`src/rtl/pwrsave_pkg.sv`:
```
package pwrsave_pkg;
  typedef enum logic [1:0] {
    MD_IDLE  = 2'd0,
    MD_STOP  = 2'd1,
    MD_WATCH = 2'd2,
    MD_SUBW  = 2'd3
  } mode_e;

  typedef enum logic [1:0] {
    CK_MAIN = 2'd0,
    CK_SUB  = 2'd1,
    CK_RING = 2'd2
  } clksel_e;

  typedef enum logic [2:0] {
    ST_RUN   = 3'd0,
    ST_IDLE  = 3'd1,
    ST_STOP  = 3'd2,
    ST_WATCH = 3'd3,
    ST_SUBW  = 3'd4,
    ST_WAIT  = 3'd5
  } state_e;
endpackage

```
`src/rtl/pwrsave_stab.sv`:
```
// Stabilization timer: restarts whenever the oscillator is (re)enabled.
module pwrsave_stab #(
  parameter int STAB_CYCLES = 4096
) (
  input  logic clk,
  input  logic rst,
  input  logic osc_en_q,
  input  logic osc_en_d,
  output logic stable_o
);
  localparam int CW = $clog2(STAB_CYCLES + 1);
  localparam logic [CW-1:0] LAST = CW'(STAB_CYCLES - 1);

  logic [CW-1:0] cnt_q;
  logic          stb_q;

  always_ff @(posedge clk) begin
    if (rst || !osc_en_d) begin
      cnt_q <= '0;
      stb_q <= 1'b0;
    end else if (osc_en_q && !stb_q) begin
      if (cnt_q == LAST) stb_q <= 1'b1;
      else               cnt_q <= cnt_q + 1'b1;
    end
  end

  assign stable_o = stb_q;
endmodule

```
`src/rtl/pwrsave_fsm.sv`:
```
// Mode state machine with configuration and clock-select registers.
module pwrsave_fsm
  import pwrsave_pkg::*;
(
  input  logic       clk,
  input  logic       rst,
  input  logic       cfg_we,
  input  logic [1:0] cfg_mode,
  input  logic       cfg_osc_off,
  input  logic       cfg_sub_sel,
  input  logic       cfg_cal_sel,
  input  logic       clk_sel_we,
  input  logic [1:0] clk_sel_wdata,
  input  logic       standby_req,
  input  logic       wake_evt,
  input  logic       stable_i,
  output state_e     state_o,
  output logic       osc_en_o,
  output logic       osc_en_next_o,
  output logic [1:0] cpu_sel_o,
  output logic       cal_sel_o,
  output logic       periph_en_o,
  output logic       wake_ack_o
);
  state_e  st_q, st_d;
  mode_e   mode_q, mode_d;
  clksel_e cpu_q, cpu_d;
  logic    off_q, off_d, sub_q, sub_d, cal_q, cal_d;
  logic    osc_q, osc_d, per_q, per_d, ack_q, ack_d;
  clksel_e sub_code;

  assign sub_code = sub_q ? CK_SUB : CK_RING;

  always_comb begin
    st_d   = st_q;
    mode_d = mode_q;
    cpu_d  = cpu_q;
    off_d  = off_q;
    sub_d  = sub_q;
    cal_d  = cal_q;
    ack_d  = 1'b0;
    unique case (st_q)
      ST_RUN: begin
        if (cfg_we) begin
          mode_d = mode_e'(cfg_mode);
          off_d  = cfg_osc_off;
          sub_d  = cfg_sub_sel;
          cal_d  = cfg_cal_sel;
        end
        if (clk_sel_we && clk_sel_wdata != 2'b11)
          cpu_d = clksel_e'(clk_sel_wdata);
        if (standby_req) begin
          unique case (mode_q)
            MD_IDLE:  st_d = (cpu_q == CK_MAIN) ? ST_IDLE : ST_SUBW;
            MD_STOP:  st_d = ST_STOP;
            MD_WATCH: st_d = (cpu_q == CK_MAIN) ? ST_WATCH : ST_SUBW;
            default:  st_d = ST_SUBW;
          endcase
          if (st_d == ST_SUBW) cpu_d = sub_code;
        end
      end
      ST_IDLE, ST_STOP: begin
        if (wake_evt) begin
          st_d  = ST_RUN;
          ack_d = 1'b1;
        end
      end
      ST_WATCH: begin
        if (wake_evt) begin
          if (off_q) begin
            off_d = 1'b0;
            st_d  = ST_WAIT;
          end else begin
            st_d  = ST_RUN;
            ack_d = 1'b1;
          end
        end
      end
      ST_SUBW: begin
        if (wake_evt) begin
          if (off_q) begin
            st_d  = ST_RUN;
            ack_d = 1'b1;
          end else begin
            st_d  = ST_WAIT;
          end
        end
      end
      ST_WAIT: begin
        if (stable_i) begin
          st_d  = ST_RUN;
          cpu_d = CK_MAIN;
          ack_d = 1'b1;
        end
      end
      default: st_d = ST_RUN;
    endcase
    osc_d = !off_d && (st_d != ST_SUBW);
    per_d = osc_d && stable_i && (st_d != ST_STOP);
  end

  always_ff @(posedge clk) begin
    if (rst) begin
      st_q   <= ST_RUN;
      mode_q <= MD_IDLE;
      cpu_q  <= CK_RING;
      off_q  <= 1'b1;
      sub_q  <= 1'b0;
      cal_q  <= 1'b0;
      osc_q  <= 1'b0;
      per_q  <= 1'b0;
      ack_q  <= 1'b0;
    end else begin
      st_q   <= st_d;
      mode_q <= mode_d;
      cpu_q  <= cpu_d;
      off_q  <= off_d;
      sub_q  <= sub_d;
      cal_q  <= cal_d;
      osc_q  <= osc_d;
      per_q  <= per_d;
      ack_q  <= ack_d;
    end
  end

  assign state_o       = st_q;
  assign osc_en_o      = osc_q;
  assign osc_en_next_o = rst ? 1'b0 : osc_d;
  assign cpu_sel_o     = cpu_q;
  assign cal_sel_o     = cal_q;
  assign periph_en_o   = per_q;
  assign wake_ack_o    = ack_q;
endmodule

```
`src/rtl/pwrsave_ctl.sv`:
```
module pwrsave_ctl
  import pwrsave_pkg::*;
#(
  parameter int STAB_CYCLES = 4096
) (
  input  logic       clk,
  input  logic       rst,
  input  logic       cfg_we,
  input  logic [1:0] cfg_mode,
  input  logic       cfg_osc_off,
  input  logic       cfg_sub_sel,
  input  logic       cfg_cal_sel,
  input  logic       clk_sel_we,
  input  logic [1:0] clk_sel_wdata,
  input  logic       standby_req,
  input  logic       wake_evt,
  output logic       osc_en,
  output logic       osc_stable,
  output logic [1:0] cpu_clk_sel,
  output logic       cal_clk_sel,
  output logic       periph_main_en,
  output logic       wake_ack,
  output logic [2:0] cur_state
);
  state_e st;
  logic   osc_next;

  pwrsave_fsm fsm_i (
    .clk(clk), .rst(rst),
    .cfg_we(cfg_we), .cfg_mode(cfg_mode), .cfg_osc_off(cfg_osc_off),
    .cfg_sub_sel(cfg_sub_sel), .cfg_cal_sel(cfg_cal_sel),
    .clk_sel_we(clk_sel_we), .clk_sel_wdata(clk_sel_wdata),
    .standby_req(standby_req), .wake_evt(wake_evt),
    .stable_i(osc_stable),
    .state_o(st), .osc_en_o(osc_en), .osc_en_next_o(osc_next),
    .cpu_sel_o(cpu_clk_sel), .cal_sel_o(cal_clk_sel),
    .periph_en_o(periph_main_en), .wake_ack_o(wake_ack)
  );

  pwrsave_stab #(.STAB_CYCLES(STAB_CYCLES)) stab_i (
    .clk(clk), .rst(rst),
    .osc_en_q(osc_en), .osc_en_d(osc_next),
    .stable_o(osc_stable)
  );

  assign cur_state = st;
endmodule

```
`config.mk`:
```
export PLATFORM = sky130hd
export DESIGN_NAME = pwrsave_ctl
export DESIGN_NICKNAME = d
export VERILOG_FILES = /design/src/rtl/pwrsave_pkg.sv /design/src/rtl/pwrsave_stab.sv /design/src/rtl/pwrsave_fsm.sv /design/src/rtl/pwrsave_ctl.sv
export SDC_FILE = /design/constraint.sdc
export NUM_CORES = 1
export LEC_CHECK = 0
export BUFFER_PORTS_ARGS = -buffer_cell sky130_fd_sc_hd__buf_2
export CAP_MARGIN = 20
export CORE_MARGIN = 5
export CORE_UTILIZATION = 49
export CTS_BUF_LIST = sky130_fd_sc_hd__clkbuf_16
export CTS_CLUSTER_DIAMETER = 50
export DETAILED_ROUTE_END_ITERATION = 8
export HOLD_SLACK_MARGIN = 0.05
export PLACE_DENSITY = 0.8
export SYNTH_ARGS = -nofsm -noshare
export SYNTH_HDL_FRONTEND = slang
export SYNTH_HIERARCHICAL = 1
export SYNTH_SLANG_ARGS = --single-unit
```
`constraint.sdc`:
```
create_clock -name clk -period 2.1 [get_ports clk]
set_clock_uncertainty 0.05 [all_clocks]
set_input_delay 0.105 -clock clk [delete_from_list [all_inputs] [get_ports clk]]
set_output_delay 0.105 -clock clk [all_outputs]
set_load 0.03 [all_outputs]
```
# Word-level counts from Yosys, hierarchy flattened
# Cells that the tools add are included.
dict set report word_totals {
  reg_bits 27
  in_bits 13
  out_inout_bits 10
  wordCells 74
}
dict set report op_classes {
  n_addsub 1
  n_eq_ne 13
  muxes 30
  bitwise 1
  n_reduce_logical 18
}
# cell n
set op_table {}
lappend op_table {{3-bit 2-to-1 mux} 11}
lappend op_table {{3-bit one-hot mux with 5 select lines} 1}
lappend op_table {{13-bit by 1-bit adder with 13-bit output, second input constant} 1}
lappend op_table {{13-bit by 12-bit == test with 1-bit output, second input constant} 1}
lappend op_table {{2-bit 2-to-1 mux} 5}
lappend op_table {{3-bit == test, second input constant} 3}
lappend op_table {{1-bit 2-to-1 mux} 9}
lappend op_table {{3-bit one-hot mux with 3 select lines} 1}
lappend op_table {{2-bit AND reduction} 4}
lappend op_table {{3-bit by 2-bit == test with 1-bit output, second input constant} 2}
lappend op_table {{1-bit logical AND} 5}
lappend op_table {{2-bit logical NOT} 2}
lappend op_table {{1-bit one-hot mux with 4 select lines} 1}
lappend op_table {{2-bit one-hot mux with 2 select lines} 1}
lappend op_table {{3-bit by 1-bit == test with 1-bit output, second input constant} 1}
lappend op_table {{1-bit logical NOT} 3}
lappend op_table {{3-bit logical NOT} 1}
lappend op_table {{3-bit by 2-bit != test with 1-bit output, second input constant} 1}
lappend op_table {{3-bit != test, second input constant} 1}
lappend op_table {{2-bit by 1-bit == test with 1-bit output, second input constant} 1}
lappend op_table {{2-bit == test, second input constant} 1}
lappend op_table {{2-bit by 1-bit != test with 1-bit output, second input constant} 1}
lappend op_table {{2-bit != test, second input constant} 1}
lappend op_table {{1-bit one-hot mux with 2 select lines} 1}
lappend op_table {{other kinds (4)} 4}

# Depth between registers and ports, before layout
dict set report depth {
  ltp_word 12
  mapped_depth 9
  mapped_depth_nobuf 7
}

# Hierarchy
# The synthesis kept the hierarchy.
# mod instances cells_per_inst area_each_um2 seq_area_each_um2
set by_module_without_submodules {}
lappend by_module_without_submodules {pwrsave_fsm 1 86 709.4 260.2}
lappend by_module_without_submodules {pwrsave_stab 1 80 696.9 280.3}

# Worst setup path before layout
# OpenSTA, ideal clock, no wires.
dict set report synth_path {
  path_type {register -> register}
  start {reg fsm_i.st_q[1], in the netlist fsm_i/state_o[1]}
  end {reg stab_i.cnt_q[2]}
  setup_ps 74
  arrival_time_ps 2218
  required_time_ps 1976
  slack_ps -243
  path_stages_with_launch 10
  path_buffers 2
  synth_period_minus_slack_ps 2343
  cell_sequence {dfxtp_1 > buf_4 > or4b_1 > buf_2 > mux2i_1 > o21bai_1 > a41oi_2 > nor2b_1 > o21ai_0 > a31oi_1}
}
dict set report synth_via {
  elab_chain_cells 8
  elab_cells_between_ends 20
  classes_between {6 x eq/ne; 8 x mux; 6 x reduce/logical}
}
# element line
set synth_rtl {}
lappend synth_rtl {{start, declared} pwrsave_fsm.sv:25} ;# state_e st_q, st_d;
lappend synth_rtl {{start signal, assigned} pwrsave_fsm.sv:114} ;# st_q <= st_d;
lappend synth_rtl {{3-bit by 1-bit == test with 1-bit output or 3-bit by 2-bit == test with 1-bit output (tied branches)} pwrsave_fsm.sv:42} ;# unique case (st_q)
lappend synth_rtl {{2-bit OR reduction} pwrsave_fsm.sv:42}
lappend synth_rtl {{3-bit one-hot mux with 5 select lines} pwrsave_fsm.sv:42}
lappend synth_rtl {{3-bit != test} pwrsave_fsm.sv:98} ;# osc_d = !off_d && (st_d != ST_SUBW);
lappend synth_rtl {{1-bit logical AND (*)} pwrsave_fsm.sv:98}
lappend synth_rtl {{1-bit 2-to-1 mux (*)} pwrsave_fsm.sv:128} ;# assign osc_en_next_o = rst ? 1'b0 : osc_d;
lappend synth_rtl {{via osc_next} pwrsave_ctl.sv:26} ;# logic osc_next;
lappend synth_rtl {{1-bit logical NOT (*)} pwrsave_stab.sv:18} ;# if (rst || !osc_en_d) begin
lappend synth_rtl {{1-bit logical OR (*)} pwrsave_stab.sv:18}
lappend synth_rtl {{end signal, assigned} pwrsave_stab.sv:23} ;# else cnt_q <= cnt_q + 1'b1;
lappend synth_rtl {{end, declared} pwrsave_stab.sv:14} ;# logic [CW-1:0] cnt_q;
# Mark *: on every way through the listed nets, which the timed path passes. The rest lies on a longest branch.
# A chain may end at the register's enable or synchronous reset.

# Worst setup path in the final report
dict set report layout_path {
  start {reg fsm_i.st_q[2], in the netlist fsm_i/state_o[2]}
  end {reg stab_i.stb_q, in the netlist stab_i/stable_o}
}
dict set report layout_via {
  elab_chain_cells 8
  elab_cells_between_ends 20
  classes_between {6 x eq/ne; 8 x mux; 6 x reduce/logical}
}
# element line
set layout_rtl {}
lappend layout_rtl {{3-bit by 1-bit == test with 1-bit output or 3-bit by 2-bit == test with 1-bit output (tied branches)} pwrsave_fsm.sv:42}
lappend layout_rtl {{2-bit OR reduction} pwrsave_fsm.sv:42}
lappend layout_rtl {{3-bit one-hot mux with 5 select lines} pwrsave_fsm.sv:42}
lappend layout_rtl {{3-bit != test} pwrsave_fsm.sv:98}
lappend layout_rtl {{1-bit logical AND (*)} pwrsave_fsm.sv:98}
lappend layout_rtl {{1-bit 2-to-1 mux (*)} pwrsave_fsm.sv:128}
lappend layout_rtl {{via osc_next} pwrsave_ctl.sv:26}
lappend layout_rtl {{1-bit logical NOT (*)} pwrsave_stab.sv:18}
lappend layout_rtl {{1-bit logical OR (*)} pwrsave_stab.sv:18}
lappend layout_rtl {{end signal, assigned} pwrsave_stab.sv:20} ;# stb_q <= 1'b0;
lappend layout_rtl {{end signal, assigned} pwrsave_stab.sv:22} ;# if (cnt_q == LAST) stb_q <= 1'b1;
lappend layout_rtl {{end, declared} pwrsave_stab.sv:15} ;# logic stb_q;
# Marked as above.

==> impl_metrics.ini <==
[layout]
fillCellCount = 235
finalInstanceArea_um2 = 1740
nets = 212
n_antenna_cell = 0
drive_gt1_share_pct = 27.4
synthToLayoutAreaGrowth_pct = 23.6

[clocking]
clk_latency_ns = 0.27
cts-buffers-inserted = 3
h-tree-depth = 1
clock_sinks = 27
clockRootBuffer = clkbuf_16
clock_path_buffers = 2
cts_tree = yes
path_clk_slew_ns = 0.07

[synth]
ys_top_cells_by_count = dfxtp_1, a21oi_1, nand2_1
ys_top_cells_by_area = dfxtp_1, a21oi_1, nand2_1
syn_avg_cell_area_um2 = 8.47
yosys.area.top_type = dfxtp_1
yosys_register_bits = 27
synth.most_common_cell = dfxtp_1
synth.distinct_cells = 51
async_flop_share_pct = 0
ys.flop_type = dfxtp_1
ys_seq_area_share_pct = 38.4
syn-num-nets = 180
synth-edff-count = 0
synth_top_area_share_pct = 38.4
synthCells = 166
yosysWarnings = 6
syn_area_um2 = 1410

[floorplanning]
fp.dieArea_um2 = 4040
floorplan.initialDensity_pct = 51.0
coreArea_um2 = 2760
fp.dieH_um = 63.6
io_pins = 23
die_w_um = 63.6
num_rows = 19

[power_and_ir_drop]
powerDensity_nw_per_um2 = 751
ir_drop_uv = 468
total_power_mw = 1.31
p_leak_nw = 0.675

[sta]
fmax_mhz = 482
slew_headroom_pct = 54.9
slew_violations = 0
fin_crit_ns = 2.08
setup_violations = 0
worst_pin_slew_ns = 0.670
holdWs_ns = 0.0488
period_share_pct = 98.9
rsz0062_at_grt = true
hold_violations = 0

[place]
gp_congestion = 0.887
place_area_um2 = 1590
portBuffers = 22
hpwl_um = 2550

[min_path]
hp-class = primary input to register

[route]
drtIter0Drc = 130
viasPerCell = 6.20
detail_route.wl_per_cell_um = 15.8
antenna_left = 0
drt-total-wl_um = 3600
drcViolationCount = 0
vias = 1413
first_pass_iters = 4

[global_routing]
antenna_found_initial = 0
grt_pass1_wl_um = 5630
grt_max_degree = 18
grt_usage_pct = 17.3
first_global_vias = 1187
overflow = 0

[setup_path]
required_ns = 2.25
cp.arrival_ns = 2.23
end_kind = register
critical_path_class = register to register
cp-start-kind = register
path_max_fanout = 6

[flow_run]
drv_cap = 0

[status]
outcome = completed
kinds of logic after synthesis:
kind of cell             after synthesis  share of synthesized area [%]
AO/OA/AOI/OAI                         49                           23.4
multiplexers                           3                           2.22
flip-flops                            27                           38.4
adder cells (fa/ha/maj)                1                          0.890
buffers and inverters                 10                           3.56
AND/OR/NAND/NOR                       76                           31.5
cells in the final DEF, fill, tap and decap left out, types with 3 or more instances in the layout:
cell / instances
inv_1: 4
nand2b_1: 4
o31ai_1: 3
a21oi_1: 12
buf_2: 22
buf_4: 8
nand2_1: 14
clkbuf_16: 3
o21ai_1: 3
o211ai_1: 4
nor2b_1: 6
o21ai_0: 7
or3_1: 4
nor2_1: 10
nor4_1: 3
and3_1: 3
dfxtp_1: 23
nand3_1: 7
nand4_1: 6
flip-flops by register name, indices dropped and copies added (netlist names):
signal             count
fsm_i/cpu_sel_o        2
fsm_i/state_o          3
stab_i/stable_o        1
fsm_i/off_q            1
fsm_i/sub_q            1
fsm_i/mode_q           2
fsm_i/cal_sel_o        1
fsm_i/wake_ack_o       1
fsm_i/periph_en_o      1
fsm_i/osc_en_o         1
stab_i/cnt_q          13
through the flow:
stage               TNS, ns  cells  setup slack, ns  util, %
floorplan           -0.0795    166          -0.0371        -
global placement          0    220            0.129     57.6
detailed placement        0    220           0.0705     57.6
CTS                       0    225           0.0112     61.0
global route         -0.549    228           -0.118     63.0
finish                    0    228           0.0232     63.0
path summary, 6_finish.rpt:
path	startpoint	endpoint	slack [ns]	depth (start not counted)
min	cfg_cal_sel	fsm_i/cal_sel_o$_SDFFE_PP0P_	0.05	3
max reg2reg	fsm_i/state_o[2]$_SDFF_PP0_	stab_i/stable_o$_SDFFE_PP0P_	0.02	8
max	fsm_i/state_o[2]$_SDFF_PP0_	stab_i/stable_o$_SDFFE_PP0P_	0.02	8
min reg2reg	fsm_i/cal_sel_o$_SDFFE_PP0P_	fsm_i/cal_sel_o$_SDFFE_PP0P_	0.41	2
critical path, cell delays in order, from the launching register on:
cell      delay [ns]
dfxtp_4         0.34
or4b_4          0.54
mux2i_1         0.18
o21bai_1        0.10
a41oi_2         0.24
nor2b_4         0.28
buf_4           0.15
nand2_1         0.06
o21ai_1         0.08
per-layer routing:
layer  part of all wire (%)  vias up  GRT usage (%)
li1                       -      689              -
met1                     44      677           22.8
met2                     49       41           27.2
met3                    4.3        6           2.31
met4                    2.1        0           9.09
met5                      0        -              0
final cells by class:
cell class | instances | area (um2) | area share (%)
clock inverters | 1 | 8.76 | 0.504
multi-input cells | 129 | 847 | 48.7
well taps | 31 | 38.8 | 2.23
clock buffers | 3 | 75.1 | 4.32
flip-flops and latches | 27 | 551 | 31.7
repair buffers | 33 | 203 | 11.7
inverters | 4 | 15.0 | 0.864
power by group:
| part | leakage (nW) | switching, mW | internal (mW) |
|---|---|---|---|
| sequential | 0.221 | 0.0236 | 0.539 |
| clock | 0.0415 | 0.190 | 0.264 |
| combinational | 0.412 | 0.164 | 0.125 |
what timing repair did:
| item | 4_1_cts | 5_1_grt |
|---|---|---|
| buffers inserted | 0 | 3 |
| setup endpoints to repair | 0 | 14 |
| endpoints found under the hold margin | 1 | 0 |
| gates resized for setup | 0 | 10 |
| hold buffers | 1 | 0 |
Note: power is estimated with default switching activity, not from simulation.
